$ cat config.mk
export PLATFORM = sky130hd
export DESIGN_NAME = fbdiv_top
export DESIGN_NICKNAME = d
export VERILOG_FILES = /design/src/rtl/fbdiv_pkg.sv /design/src/rtl/fbdiv_ratio_latch.sv /design/src/rtl/fbdiv_down_counter.sv /design/src/rtl/fbdiv_half.sv /design/src/rtl/fbdiv_top.sv
export SDC_FILE = /design/constraint.sdc
export NUM_CORES = 1
export LEC_CHECK = 0
export CORE_ASPECT_RATIO = 0.9
export CORE_UTILIZATION = 35
export CTS_CLUSTER_DIAMETER = 80
export DETAILED_ROUTE_END_ITERATION = 12
export HOLD_SLACK_MARGIN = 0.1
export PLACE_DENSITY_LB_ADDON = 0.25
export SLEW_MARGIN = 20
export SYNTH_ARGS = -nofsm -noshare
export SYNTH_HDL_FRONTEND = slang
export SYNTH_SLANG_ARGS = --single-unit
$ cat constraint.sdc
create_clock -name clk -period 2.2 [get_ports clk]
set_input_delay 0.55 -clock clk [delete_from_list [all_inputs] [get_ports clk]]
set_output_delay 0.55 -clock clk [all_outputs]
set_load 0.01 [all_outputs]
$ cat src/rtl/fbdiv_pkg.sv
`timescale 1ns/1ps
package fbdiv_pkg;

    // Width of the division ratio and of the down counter
    localparam int RATIO_W = 15;

    typedef logic [RATIO_W-1:0] ratio_t;

    // Two-stage ratio storage: bus side, counter side, pending flag
    typedef struct packed {
        ratio_t staged;
        ratio_t active;
        logic   pend;
    } latch_state_t;

    typedef struct packed {
        ratio_t cnt;
    } count_state_t;

    typedef struct packed {
        logic half;
    } half_state_t;

    // Raise a ratio to the floor value when it falls below it
    function automatic ratio_t floor_ratio(ratio_t value, ratio_t floor_v);
        return (value < floor_v) ? floor_v : value;
    endfunction

endpackage

$ cat src/rtl/fbdiv_ratio_latch.sv
`timescale 1ns/1ps
module fbdiv_ratio_latch
    import fbdiv_pkg::*;
#(
    parameter int MIN_RATIO   = 17,
    parameter int RESET_RATIO = 256
) (
    input  logic   clk,
    input  logic   rst_n,
    input  logic   wr_en,
    input  ratio_t wr_ratio,
    input  logic   xfer,
    output ratio_t load_ratio
);

    localparam ratio_t MIN_VAL   = ratio_t'(MIN_RATIO);
    localparam ratio_t RESET_VAL = ratio_t'(RESET_RATIO);

    latch_state_t s_d, s_q;
    ratio_t       staged_floor;

    always_comb begin
        staged_floor = floor_ratio(s_q.staged, MIN_VAL);
        s_d          = s_q;
        // Transfer on the strobe only when a fresh value waits
        if (xfer && s_q.pend) begin
            s_d.active = staged_floor;
            s_d.pend   = 1'b0;
        end
        // A write wins over the clearing by a transfer in the same cycle
        if (wr_en) begin
            s_d.staged = wr_ratio;
            s_d.pend   = 1'b1;
        end
        // Value the counter takes when it wraps in this cycle
        load_ratio = (xfer && s_q.pend) ? staged_floor : s_q.active;
    end

    always_ff @(posedge clk or negedge rst_n) begin
        if (!rst_n) begin
            s_q.staged <= RESET_VAL;
            s_q.active <= RESET_VAL;
            s_q.pend   <= 1'b0;
        end else begin
            s_q <= s_d;
        end
    end


    ratio_floor_chk: assert property (@(posedge clk) disable iff (!rst_n)
        s_q.active >= MIN_VAL);


    ratio_hold_chk: assert property (@(posedge clk) disable iff (!rst_n)
        !xfer |=> $stable(s_q.active));


    pend_set_chk: assert property (@(posedge clk) disable iff (!rst_n)
        wr_en |=> (s_q.pend && s_q.staged == $past(wr_ratio)));

endmodule

$ cat src/rtl/fbdiv_down_counter.sv
`timescale 1ns/1ps
module fbdiv_down_counter
    import fbdiv_pkg::*;
#(
    parameter int MIN_RATIO   = 17,
    parameter int RESET_RATIO = 256
) (
    input  logic   clk,
    input  logic   rst_n,
    input  ratio_t load_ratio,
    output logic   tc
);

    localparam ratio_t RESET_CNT = ratio_t'(RESET_RATIO - 1);
    localparam ratio_t MIN_CNT   = ratio_t'(MIN_RATIO - 1);
    localparam ratio_t ONE       = ratio_t'(1);

    count_state_t c_d, c_q;

    always_comb begin
        tc  = (c_q.cnt == '0);
        c_d = c_q;
        if (tc) begin
            c_d.cnt = load_ratio - ONE;
        end else begin
            c_d.cnt = c_q.cnt - ONE;
        end
    end

    always_ff @(posedge clk or negedge rst_n) begin
        if (!rst_n) begin
            c_q.cnt <= RESET_CNT;
        end else begin
            c_q <= c_d;
        end
    end


    single_pulse_chk: assert property (@(posedge clk) disable iff (!rst_n)
        tc |=> !tc);


    reload_floor_chk: assert property (@(posedge clk) disable iff (!rst_n)
        tc |=> (c_q.cnt >= MIN_CNT));

endmodule

$ cat src/rtl/fbdiv_half.sv
`timescale 1ns/1ps
module fbdiv_half
    import fbdiv_pkg::*;
(
    input  logic clk,
    input  logic rst_n,
    input  logic pulse,
    output logic half
);

    half_state_t h_d, h_q;

    always_comb begin
        h_d = h_q;
        if (pulse) begin
            h_d.half = ~h_q.half;
        end
        half = h_q.half;
    end

    always_ff @(posedge clk or negedge rst_n) begin
        if (!rst_n) begin
            h_q.half <= 1'b0;
        end else begin
            h_q <= h_d;
        end
    end


    half_toggle_chk: assert property (@(posedge clk) disable iff (!rst_n)
        pulse |=> (half != $past(half)));


    half_hold_chk: assert property (@(posedge clk) disable iff (!rst_n)
        !pulse |=> $stable(half));

endmodule

$ cat src/rtl/fbdiv_top.sv
`timescale 1ns/1ps
module fbdiv_top
    import fbdiv_pkg::*;
#(
    parameter int MIN_RATIO   = 17,
    parameter int RESET_RATIO = 256
) (
    input  logic               clk,
    input  logic               rst_n,
    input  logic               ratio_wr,
    input  logic [RATIO_W-1:0] ratio_in,
    output logic               fb_pulse,
    output logic               fb_half
);

    ratio_t load_ratio;
    logic   tc;

    fbdiv_ratio_latch #(
        .MIN_RATIO   (MIN_RATIO),
        .RESET_RATIO (RESET_RATIO)
    ) i_latch (
        .clk        (clk),
        .rst_n      (rst_n),
        .wr_en      (ratio_wr),
        .wr_ratio   (ratio_in),
        .xfer       (tc),
        .load_ratio (load_ratio)
    );

    fbdiv_down_counter #(
        .MIN_RATIO   (MIN_RATIO),
        .RESET_RATIO (RESET_RATIO)
    ) i_counter (
        .clk        (clk),
        .rst_n      (rst_n),
        .load_ratio (load_ratio),
        .tc         (tc)
    );

    fbdiv_half i_half (
        .clk   (clk),
        .rst_n (rst_n),
        .pulse (tc),
        .half  (fb_half)
    );

    assign fb_pulse = tc;

endmodule

== After elaboration in Yosys (flattened, before gate mapping) ==
Cells that the tools add are included.

* Output and inout port bits: 2
* Logic and storage cells: 17
* Bits in registers: 47
* Bits of input ports: 18

* Add/sub/neg operators: 2
* Reduce and logical (&&, ||, !) cells: 3
* Multiplexer cells: 5
* Order comparisons: 1
* Bitwise operators: 1

{| class="wikitable"
|+ Operator list
! kind !! count
|-
| 15-bit 2-to-1 mux || 3
|-
| 15-bit by 1-bit subtractor with 15-bit output, second input constant || 2
|-
| 15-bit zero test || 1
|-
| 15-bit by 5-bit less-than comparator with 1-bit output, second input constant || 1
|-
| 1-bit 2-to-1 mux || 2
|-
| 2-bit nonzero test || 1
|-
| 1-bit logical AND || 1
|-
| 1-bit inverter || 1
|}

== Logic depth before layout (Yosys ltp) ==
* Depth in word-level cells: 5
* Gate-level depth with buffers: 10

== Hierarchy ==
Synthesis repeated with hierarchy kept, for this count alone.

* Cell total of the unflattened synthesis: 213
* Area, all modules: 2447.3 um^2

{| class="wikitable"
|+ By module, submodules not included
! module !! sequential area each (um^2) !! instances !! area each (um^2) !! cells each
|-
| fbdiv_ratio_latch || 778.2 || 1 || 1243.7 || 82
|-
| fbdiv_down_counter || 385.4 || 1 || 1169.9 || 129
|-
| fbdiv_half || 25.0 || 1 || 33.8 || 2
|}

== Least setup slack after synthesis ==
No wires, ideal clock.

* Kind: reg-to-reg
* From: reg i_latch.s_q[29] in the netlist's numbering
* To: reg i_counter.c_q[14] in the netlist's numbering
* Stages on the path, launching flop included: 10
* Period minus slack after synthesis: 2.042 ns
* Path slack: 0.158 ns
* Data arrival time: 1.962 ns
* Data required time: 2.120 ns
* Cell sequence: dfrtp_1 > nor4_4 > nand4_1 > a31oi_1 > nor2_1 > nor2_1 > ha_1 > and2_1 > and4_1 > xnor2_1

{| class="wikitable"
|+ RTL lines
! what !! RTL line !! source
|-
| start, declared || fbdiv_ratio_latch.sv:19 || <nowiki>latch_state_t s_d, s_q;</nowiki>
|-
| end, declared || fbdiv_down_counter.sv:18 || <nowiki>count_state_t c_d, c_q;</nowiki>
|}

==> out/qor.yml <==
run_status:
  status: "finished clean"
synth:
  synth_edf_count: 0
  synth_top_family_by_area: "multiplexers"
  synth.distinct_cells: 45
  synth_mux_area_frac: 0.1704
  syn_inst: 207
  synthSimpleGateAreaFrac: 0.1526
  synth_sequential_area_ratio: 0.4966
  ys.flop_type: "dfrtp_1"
  synth_compound_area_frac: 0.09566
  avgSynthCellArea_um2: 11.56
  synthArstFlopShare: 1.000
  post_synth_xor_area_fraction: 0.04391
  syn_nets: 227
  synth_fa_ha_area_frac: 0.01045
  ys.warnings.count: 0
  synth-seq-cells: 47
  synth_area_um2: 2394
setup_path:
  cp.required_ps: 2390
  start_kind: "flop"
  path_cells: "nor4_4, and4_4, buf_6, nand2_4, buf_6, nor2_2, nor2_2, ha_2, and2_1, and4_1, xnor2_1"
  endpoint_kind: "flop"
  slowest_delay_ps: 420
  critPathSlowestCell: "dfrtp_1"
  worstSetupPathType: "reg -> reg"
  arrival_ps: 2370
  path_max_fanout: 6
floorplan:
  rows: 28
  start_util: 0.3634
  design.die.area_um2: 7174
  io_pins: 20
  die_w_um: 89.17
  core_um2: 6586
  fp.dieH_um: 80.45
power:
  switching_share: 0.3280
  power_leakage_nw: 1.336
  pwr-share-comb: 0.299
  seqPwrFrac: 0.497
  power_mw: 2.680
  switchingPower_mw: 0.8791
  intPower_mw: 1.801
  p_per_area_nw_per_um2: 864.4
  clock_power_share: 0.205
  ir_worst_vdd_v: 0.0003493
sta:
  finalClockSkew_ps: 7.655
  worst_pin_slew_ps: 506.5
  hold_viol: 0
  finalMaxSlewViolations: 0
  timing.final.crit_share: 0.9915
  max_freq_mhz: 458.4
  setup_viol: 0
  slew_headroom: 0.6623
  period_needed_ps: 2181
  rsz0062_at_grt: "yes"
final_layout:
  syn_to_final_growth_pct: 29.53
  mostFrequentLayoutCell: "dfrtp_1"
  final_cell_area_um2: 3100
  nets: 280
  final_cell_mix: "dfrtp_1, buf_4, mux2_2, clkdlybuf4s50_1, nor2_1"
  drive_above_1_share: 0.3985
  final_cells: 351
  n_antenna_cell: 0
  finish.utilization: 0.4707
placed_design:
  numPlacedInstances: 329
  numPortBuffers: 19
  place_congestion: 0.8487
  dpl-instance-area_um2: 2815
  dp_hpwl_um: 3686
clocking:
  htree_num_levels: 2
  clk_transition_reported_paths_ps: 90
  cts_root_buffer: "clkbuf_8"
  clock_sinks: 47
  clk_latency_ps: 300
  clock_path_buffers: 2
  cts_tree: "yes"
  cts_inserted_buffers: 5
  holdBufCountCts: 0
route:
  remaining_drc_errors: 0
  via_count: 1737
  wl_per_cell_um: 14.93
  first_iter_violations: 76
  drt-total-wl_um: 5242
  via_per_inst: 4.949
  antenna_left: 0
  first_pass_iters: 4
global_route:
  grt_usage: 0.1648
  grt_max_degree: 28
  grt_antenna_before_repair: 0
  grt_pass1_wl_um: 8818
  grt_pass1_vias: 1727
  overflow: 0
job:
  drv_cap: 0
worst_hold_path:
  hp-class: "in -> async"
==> cell families after synthesis <==
group,count (synthesis)
mux,37
simple gates,61
fa+ha+maj,2
flops,47
compound gates,33
buf+inv,15
xor+xnor,12
==> critical path, delay by kind of cell, from the launching register on <==
kind,cells,cell delay (ps)
flops,1,420
simple gates,7,1080
fa+ha+maj,1,200
xor+xnor,1,120
buf+inv,2,260
==> area by class of cell <==
cell class | count | area [um^2]
fillers | 640 | 3486
multi-input cells | 145 | 1201
clock inverters | 1 | 8.758
inverters | 7 | 28.78
well taps | 90 | 112.6
repair buffers | 54 | 473.0
clock buffers | 7 | 86.33
flip-flops and latches | 47 | 1190
==> synthesized netlist by cell type (all sizes together) (3+ instances only) <==
master / number / area (um^2)
o21ai: 7 / 35.03
dfrtp: 37 / 925.9
nor2: 16 / 60.06
buf: 6 / 38.79
xor2: 8 / 70.07
dfstp: 10 / 262.8
mux2: 30 / 337.8
nor3: 5 / 25.02
nand2: 15 / 66.32
xnor2: 4 / 35.03
a21oi: 11 / 55.05
inv: 7 / 26.27
mux2i: 7 / 70.07
nor2b: 3 / 18.77
a31oi: 3 / 18.77
nand3: 5 / 30.03
nor4: 5 / 82.58
nand4: 4 / 25.02
a41oi: 3 / 26.28
==> power by group through the flow <==
| stage | registers [mW] | clock network [mW] | logic, mW |
|---|---|---|---|
| 4_1_cts | 1.31 | 0.567 | 0.745 |
| 3_5_place_dp | 1.32 | 0 | 0.702 |
| 2_1_floorplan | 1.28 | 0 | 0.489 |
| 6_report | 1.33 | 0.548 | 0.800 |
| 5_1_grt | 1.36 | 0.611 | 0.886 |
| 3_3_place_gp | 1.32 | 0 | 0.693 |
==> stage by stage <==
| step | hold WS, ps | setup WS, ps | TNS [ps] |
|---|---|---|---|
| 6_report | 212.3 | 18.62 | 0 |
| 5_1_grt | 232.3 | -114.4 | -902.7 |
| 4_1_cts | 218.3 | -8.555 | -13.98 |
| 3_5_place_dp | 464.0 | -61.52 | -208.1 |
| 3_3_place_gp | 455.8 | -82.52 | -274.6 |
| 2_1_floorplan | 254.4 | 158.2 | 0 |
==> sequential cells by signal (all words and copies together), names as in the netlist <==
register,cells
i_counter.c_q,15
i_half.half,1
i_latch.s_q,31
==> final timing paths <==
check                                       startpoint                     endpoint  slack [ps]  cells past startpoint
max in group asynchronous                        rst_n   i_counter.c_q[6]$_DFF_PN1_        1390                      2
min                                              rst_n  i_latch.s_q[27]$_DFFE_PN0P_         210                      1
max reg2reg                i_counter.c_q[13]$_DFF_PN0_  i_counter.c_q[14]$_DFF_PN0_          20                     11
min reg2reg                    i_half.half$_DFFE_PN0N_      i_half.half$_DFFE_PN0N_         470                      1
min in group clk               i_half.half$_DFFE_PN0N_      i_half.half$_DFFE_PN0N_         470                      1
max                        i_counter.c_q[13]$_DFF_PN0_  i_counter.c_q[14]$_DFF_PN0_          20                     11
==> per-layer routing <==
layer / vias to the layer above / wire, um / track usage
met4: 0 / 34 / 0.03968
li1: 844 / - / -
met1: 861 / 2666 / 0.2416
met5: - / 0 / 0
met2: 30 / 2397 / 0.2504
met3: 2 / 144 / 0.02980
==> timing repair <==
action | CTS | global route
resized for setup | 9 | 16
pin swaps | 6 | 14
endpoints found under the setup margin | 8 | 13
setup buffers | 4 | 11
No activity file was read; power rests on OpenSTA's default activity.
